## src/rtl/dac_pair_pkg.sv

```systemverilog
// Package: shared widths and types for the dual DAC word register.
// Assumes a byte-wide write port and words no wider than two bytes.
package dac_pair_pkg;
    localparam int BYTE_W  = 8;
    localparam int WORD_W  = 12;
    localparam int HI_W    = WORD_W - BYTE_W;
    localparam int NUM_DAC = 2;
    localparam int ADDR_W  = 3;

    typedef logic [WORD_W-1:0] dac_word_t;
endpackage

```

## src/rtl/dac_hold_stage.sv

```systemverilog
// Holding stage: stores the low byte of a DAC word until the high write commits it.
// Assumes lo_we is a single-cycle decoded write enable.
module dac_hold_stage #(
    parameter int BYTE_W = 8
) (
    input  logic              clk,
    input  logic              rst_n,
    input  logic              lo_we,
    input  logic [BYTE_W-1:0] data_i,
    output logic [BYTE_W-1:0] low_q
);
    // Capture the low byte on its own write; otherwise hold.
    always_ff @(posedge clk) begin
        if (!rst_n)     low_q <= '0;
        else if (lo_we) low_q <= data_i;
    end

    p_low_capture_r2: assert property (@(posedge clk) disable iff (!rst_n)
        lo_we |=> low_q == $past(data_i));
    p_low_kept_r7: assert property (@(posedge clk) disable iff (!rst_n)
        !lo_we |=> $stable(low_q));
endmodule

```

## src/rtl/dac_commit_stage.sv

```systemverilog
// Commit stage: loads the full DAC word in one edge and pulses a load strobe.
// Assumes hi_we is a single-cycle decoded write enable.
module dac_commit_stage #(
    parameter int BYTE_W = 8,
    parameter int WORD_W = 12,
    localparam int HI_W  = WORD_W - BYTE_W
) (
    input  logic              clk,
    input  logic              rst_n,
    input  logic              hi_we,
    input  logic [HI_W-1:0]   hi_nib_i,
    input  logic [BYTE_W-1:0] low_i,
    output logic [WORD_W-1:0] word_q,
    output logic              load_q
);
    // Move the upper bits and the held low byte into the word together.
    always_ff @(posedge clk) begin
        if (!rst_n)     word_q <= '0;
        else if (hi_we) word_q <= {hi_nib_i, low_i};
    end

    // Flag each commit for one cycle.
    always_ff @(posedge clk) begin
        if (!rst_n) load_q <= 1'b0;
        else        load_q <= hi_we;
    end

    p_commit_word_r3: assert property (@(posedge clk) disable iff (!rst_n)
        hi_we |=> word_q == {$past(hi_nib_i), $past(low_i)});
    p_strobe_pulse_r3: assert property (@(posedge clk) disable iff (!rst_n)
        load_q |=> !load_q || $past(hi_we));
    p_word_stable_r2: assert property (@(posedge clk) disable iff (!rst_n)
        !hi_we |=> $stable(word_q) && !load_q);
endmodule

```

## src/rtl/dac_code_map.sv

```systemverilog
// Code map: converts a stored word to the coding the converter expects.
// Signed words become offset binary by inverting the top bit; unsigned words pass through.
module dac_code_map #(
    parameter int WORD_W = 12
) (
    input  logic              unipolar_i,
    input  logic [WORD_W-1:0] word_i,
    output logic [WORD_W-1:0] code_o
);
    // Select pass-through or top-bit inversion.
    always_comb begin
        code_o = word_i;
        if (!unipolar_i) code_o[WORD_W-1] = ~word_i[WORD_W-1];
    end
endmodule

```

## src/rtl/dac_pair_regs.sv

```systemverilog
// Top: decodes byte writes into two staged DAC word registers.
// Assumes the upper half of the window holds the DAC bytes; bit 1 picks the DAC, bit 0 the byte.
module dac_pair_regs
    import dac_pair_pkg::*;
(
    input  logic              clk,
    input  logic              rst_n,
    input  logic              wr_en,
    input  logic [ADDR_W-1:0] wr_addr,
    input  logic [BYTE_W-1:0] wr_data,
    input  logic [NUM_DAC-1:0] unipolar_mode,
    output logic [WORD_W-1:0] dac_a_code,
    output logic [WORD_W-1:0] dac_b_code,
    output logic              dac_a_load,
    output logic              dac_b_load
);
    localparam int SEL_W = (NUM_DAC > 1) ? $clog2(NUM_DAC) : 1;

    logic              win_hit;
    logic              is_hi;
    logic [SEL_W-1:0]  dac_sel;
    logic [NUM_DAC-1:0] lo_we, hi_we, load_vec;
    logic [BYTE_W-1:0] low_vec  [NUM_DAC];
    dac_word_t         word_vec [NUM_DAC];
    dac_word_t         code_vec [NUM_DAC];

    // Decode the window and the byte and DAC selects.
    always_comb begin
        win_hit = wr_en && wr_addr[ADDR_W-1];
        is_hi   = wr_addr[0];
        dac_sel = wr_addr[SEL_W:1];
    end

    for (genvar g = 0; g < NUM_DAC; g++) begin : g_dac
        // Per-DAC write enables.
        always_comb begin
            lo_we[g] = win_hit && !is_hi && (dac_sel == SEL_W'(g));
            hi_we[g] = win_hit &&  is_hi && (dac_sel == SEL_W'(g));
        end

        dac_hold_stage #(.BYTE_W(BYTE_W)) u_hold (
            .clk(clk), .rst_n(rst_n), .lo_we(lo_we[g]),
            .data_i(wr_data), .low_q(low_vec[g]));

        dac_commit_stage #(.BYTE_W(BYTE_W), .WORD_W(WORD_W)) u_commit (
            .clk(clk), .rst_n(rst_n), .hi_we(hi_we[g]),
            .hi_nib_i(wr_data[HI_W-1:0]), .low_i(low_vec[g]),
            .word_q(word_vec[g]), .load_q(load_vec[g]));

        dac_code_map #(.WORD_W(WORD_W)) u_map (
            .unipolar_i(unipolar_mode[g]), .word_i(word_vec[g]),
            .code_o(code_vec[g]));

        p_other_dac_r5: assert property (@(posedge clk) disable iff (!rst_n)
            (win_hit && dac_sel != SEL_W'(g)) |=> $stable(word_vec[g]) && !load_vec[g]);
        p_signed_flip_r6: assert property (@(posedge clk) disable iff (!rst_n)
            !unipolar_mode[g] |-> code_vec[g][WORD_W-1] != word_vec[g][WORD_W-1]);
    end

    assign dac_a_code = code_vec[0];
    assign dac_b_code = code_vec[1];
    assign dac_a_load = load_vec[0];
    assign dac_b_load = load_vec[1];

    p_ignored_r8: assert property (@(posedge clk) disable iff (!rst_n)
        !(wr_en && wr_addr[ADDR_W-1]) |=> !dac_a_load && !dac_b_load);
    p_one_strobe_r5: assert property (@(posedge clk) disable iff (!rst_n)
        $onehot0({dac_a_load, dac_b_load}));
endmodule

```

## config.mk

```make
export PLATFORM = sky130hd
export DESIGN_NAME = dac_pair_regs
export DESIGN_NICKNAME = d
export VERILOG_FILES = /design/src/rtl/dac_pair_pkg.sv /design/src/rtl/dac_hold_stage.sv /design/src/rtl/dac_commit_stage.sv /design/src/rtl/dac_code_map.sv /design/src/rtl/dac_pair_regs.sv
export SDC_FILE = /design/constraint.sdc
export NUM_CORES = 1
export LEC_CHECK = 0
export ABC_AREA = 1
export ABC_CLOCK_PERIOD_IN_PS = 1050
export BUFFER_PORTS_ARGS = -buffer_cell sky130_fd_sc_hd__buf_2
export CELL_PAD_IN_SITES_DETAIL_PLACEMENT = 1
export CELL_PAD_IN_SITES_GLOBAL_PLACEMENT = 2
export CORE_MARGIN = 4
export CORE_UTILIZATION = 29
export CTS_BUF_LIST = sky130_fd_sc_hd__clkbuf_16
export DETAILED_ROUTE_END_ITERATION = 12
export GPL_TIMING_DRIVEN = 0
export HOLD_SLACK_MARGIN = 0.05
export MAX_ROUTING_LAYER = met4
export PLACE_DENSITY = 0.78
export SYNTH_ARGS = -nofsm -noshare
export SYNTH_HDL_FRONTEND = slang
export SYNTH_SLANG_ARGS = --single-unit
```

## constraint.sdc

```tcl
create_clock -name clk -period 1.05 [get_ports clk]
set_input_delay 0.21 -clock clk [delete_from_list [all_inputs] [get_ports clk]]
set_output_delay 0.21 -clock clk [all_outputs]
set_load 0.05 [all_outputs]
```

# Yosys cells after proc, flatten, opt, wreduce, memory -nomap -nowiden
# Cells that the tools add are included.
# op_classes
mux	2
n_bitwise	3
n_reduce_logical	8
# op_table
op	n
$logic_and A1 B1 Y1	7
$not A1 Y1	3
$mux W1	2
$logic_not A1 Y1	1
# totals
reg_bits	42
inputBits	16
out_inout_bits	26
word_cells	19

# Longest topological paths before layout
# depth
word_depth	3
depth_mapped	6

# Cells and area by module
# From an unflattened synthesis, not the netlist that was laid out.
# unflattened
cells_unflattened	300
area_unflattened_um2	2024.4
# by_module_without_submodules
module	instances	cells_per_inst	area_per_inst_um2	seq_area_each_um2
dac_commit_stage	2	79	538.0	260.2
dac_hold_stage	2	51	356.6	160.2
dac_code_map	2	16	101.3	0.0
dac_pair_regs	1	8	32.5	0.0

# Least setup slack after synthesis
# Ideal clock, no wire load.
# synth_timing
path_type	reg2out
startpoint	register g_dac[0].u_commit.word_q[11]
endpoint	output dac_a_code[11]
arrival_ps	1136
t_required_ps	840
path_slack_ps	-296
stages_incl_launch_ff	2
n_path_buf	0
cell_sequence	dfxtp_1 -> xnor2_1
# synth_via
elab_chain_cells	2
# synth_lines
element	line_no	text
from (decl)	dac_commit_stage.sv:13	output logic [WORD_W-1:0] word_q,
from (signal assigned)	dac_commit_stage.sv:19	else if (hi_we) word_q <= {hi_nib_i, low_i};
$not A1 Y1	dac_code_map.sv:13	if (!unipolar_i) code_o[WORD_W-1] = ~word_i[WORD_W-1];
$mux W1 *	dac_code_map.sv:13	
to (decl)	dac_pair_regs.sv:12	output logic [WORD_W-1:0] dac_a_code,
# Mark *: on every way between the ends. The rest lies on a longest branch, timed or not.

# Worst setup path after layout
# layout_timing
startpoint	register g_dac[1].u_commit.word_q[11]
endpoint	output dac_b_code[11]
# layout_via
elab_chain_cells	2
# layout_lines
element	line_no	text
from (decl)	dac_commit_stage.sv:13	
from (signal assigned)	dac_commit_stage.sv:19	
$not A1 Y1	dac_code_map.sv:13	
$mux W1 *	dac_code_map.sv:13	
to (decl)	dac_pair_regs.sv:13	output logic [WORD_W-1:0] dac_b_code,
# Marks and branches as above.

==> impl_metrics.yaml <==
run:
  max_cap_viol_count: 0
clock_network:
  cts-buffers-inserted: 5
  cts_tree: "done"
  clk-insertion-delay-late_ns: 0.28
  clkSinkCount: 42
  clkTransAtPathRegs_ns: 0.06
  clk_path_buf_depth: 2
  htree_levels: 2
  cts_root_buf: "clkbuf_16"
  postCtsHoldBufs: 0
die:
  core_um2: 6490
  ios: 42
  dieArea_um2: 8230
  initial_utilization: 0.306
  rows: 29
  fp.dieH_um: 90.7
  die_w_um: 90.7
power:
  peakVddDrop_mv: 0.587
  p_comb_frac: 0.133
  clock_power_share: 0.472
  p_int_uw: 3230
  totalPowerFinal_uw: 4280
  seqPwrFrac: 0.395
  p_per_area_nw_per_um2: 1650
  switchingPower_uw: 1050
  p_leak_uw: 0.00117
  swShare: 0.244
timing:
  min_period_over_period: 1.08
  tightest_slew_ns: 0.511
  fmax_mhz: 879
  fin_skew_ns: 0.00578
  rsz0062_at_grt: "true"
  finalMaxSlewViolations: 0
  fin_ws_ns: -0.0872
  whs_ns: 0.255
  finalHoldViolCount: 0
  worst_slew_margin_rel: 0.659
  finalSetupViolCount: 2
  period_needed_ns: 1.14
critical_path:
  r2r_cells: 4
  reg2reg_from: "g_dac[0].u_hold.low_q[0]"
  cp.required_ns: 0.84
  rrSetupSlack_ns: 0.36
  path_cells: "xnor2_2, buf_6"
  slowest_delay_ns: 0.34
  slowest_stage: "dfxtp_2"
  crit_path_end_kind: "output pin"
  cp_max_fo: 2
  reg2reg_to: "g_dac[0].u_commit.word_q[0]"
  startpoint_type: "flip-flop"
  crit_type: "reg -> out"
  crit_arrival_ns: 0.93
synth:
  async_flop_share: 0
  ys_seq_area_frac: 0.423
  synth_edf_count: 0
  yosysWarnings: 0
  synth.avg_cell_area_um2: 6.94
  synth.most_common_cell: "nor2_1"
  synth_cells: 286
  netlist_top_cells_area: "dfxtp_1 42%, nor2_1 12%, nand3_1 10%, buf_4 9.8%, nand2_1 9.3%"
  postSynthNetCount: 302
  yosys.area.top_type: "dfxtp_1"
  synth_top_area_frac: 0.423
  syn_area_um2: 1990
  ys.flop_type: "dfxtp_1"
  netlist_top_cells_count: "64 x nor2_1, 49 x nand2_1, 42 x dfxtp_1, 40 x nand3_1, 34 x inv_1"
  synth_cell_types: 17
  yosys_register_bits: 42
global_route:
  grt_pass1_wl_mm: 8.57
  overflow: 0
  grt_max_degree: 15
  antenna_found_initial: 0
  grt_use_total: 0.132
  grt_pass1_vias: 1752
routing:
  first_iter_violations: 46
  finalWirelength_mm: 4.92
  ant_nets: 0
  first_pass_iters: 3
  drcViolationCount: 0
  vias: 1713
  vias_per_cell: 4.40
  wl_per_cell_um: 12.6
placement:
  port_buffers: 40
  pre_cts_slack_ns: -0.187
  detailed_place.area_um2: 2300
  gp_congestion: 0.774
  dp_hpwl_mm: 3.68
  dp.cells: 403
hold_path:
  whs_path_depth: 3
  min_from: "rst_n"
  worst_hold_path_type: "in -> reg"
  hold_end: "g_dac[1].u_commit.load_q"
cells_and_area:
  nNetsFinal: 327
  fin_cells: 389
  n_antenna_cell: 0
  area_delta_synth_final_pct: 30.7
  final_layout_size_suffix_gt1_frac: 0.285
  stdcell_area_um2: 2590
run_status:
  failed_checks: "setup timing"
  run_status: "finished with violations"
[how the worst max path moves through the flow]
| stage | start | to | slack [ns] |
|---|---|---|---|
| floorplan | g_dac[0].u_commit.word_q[11] | dac_a_code[11] | 0.001 |
| global placement | wr_addr[1] | g_dac[0].u_commit.word_q[3] | -0.19 |
| detailed placement | wr_addr[1] | g_dac[0].u_commit.word_q[3] | -0.19 |
| CTS | g_dac[1].u_commit.word_q[11] | dac_b_code[11] | -0.1 |
| global route | g_dac[1].u_commit.word_q[11] | dac_b_code[11] | -0.11 |
| finish | g_dac[1].u_commit.word_q[11] | dac_b_code[11] | -0.09 |
[metal layers]
| metal | wire, um | share of wire | up-vias | GRT usage |
|---|---|---|---|---|
| met3 | 168 | 0.034 | 4 | 0.0317 |
| li1 | - | - | 890 | - |
| met5 | 0 | 0 | - | - |
| met1 | 2410 | 0.49 | 788 | 0.169 |
| met2 | 2290 | 0.47 | 31 | 0.212 |
| met4 | 40 | 0.0081 | 0 | 0.0306 |
[repair_timing]
| item | CTS | global route |
|---|---|---|
| setup endpoints to repair | 26 | 3 |
| pin swaps | 2 | 0 |
| setup buffers | 0 | 0 |
| resized for setup | 96 | 2 |
[critical path: cells and delay by family (launching register included)]
kind	cells	cell delay (ns)
DFF	1	0.34
buffers and inverters	1	0.18
xor gates and xnor gates	1	0.13
[power by group through the flow]
stage	Sequential (uW)	Clock (uW)	Combinational (uW)
5_1_grt	1690	2130	631
3_5_place_dp	1710	0	549
2_1_floorplan	1710	0	407
4_1_cts	1690	2060	580
3_3_place_gp	1710	0	544
6_report	1690	2020	571
[flip-flops by register name, summed over array words and instances, names as in the netlist]
name                   flops
g_dac.u_commit.word_q     24
g_dac.u_hold.low_q        16
g_dac.u_commit.load_q      2
[cells by family after synthesis]
kind of cell / after synthesis / synth area share
compound gates: 8 / 0.0202
xor+xnor: 2 / 0.00882
buf+inv: 73 / 0.202
flops: 42 / 0.423
simple gates: 161 / 0.345
[final cells by class]
type	count	area, um^2
timing repair buffer	40	438
sequential	42	871
buffer	16	106
fill	792	3900
clock inverter	3	68.8
inverter	35	131
multi-input combinational	171	758
tap	77	96.3
clock buffer	5	125
[layout by cell type (no fill, tap or decap), types with 2 or more instances in the layout]
cell | Yosys | routed
nor2_1 | 64 | 64
nand2_1 | 49 | 49
nand3_1 | 40 | 40
inv_1 | 34 | 34
dfxtp_2 | 0 | 24
buf_8 | 0 | 22
dfxtp_1 | 42 | 18
buf_2 | 0 | 14
a21oi_1 | 8 | 8
buf_4 | 26 | 6
buf_6 | 4 | 6
clkbuf_16 | 0 | 5
clkbuf_1 | 5 | 4
buf_1 | 3 | 3
xnor2_2 | 0 | 2
nor2_4 | 2 | 2
nor2_2 | 2 | 2
nor3_1 | 2 | 2
bufinv_16 | 0 | 2
[metrics by stage]
step / setup TNS [ns] / util
after floorplan: 0 / -
after global placement: -4.31 / 0.354
after detailed placement: -4.73 / 0.354
after CTS: -0.182 / 0.399
after global routing: -0.210 / 0.400
final: -0.164 / 0.400
Power figures use the tool's default switching activity.
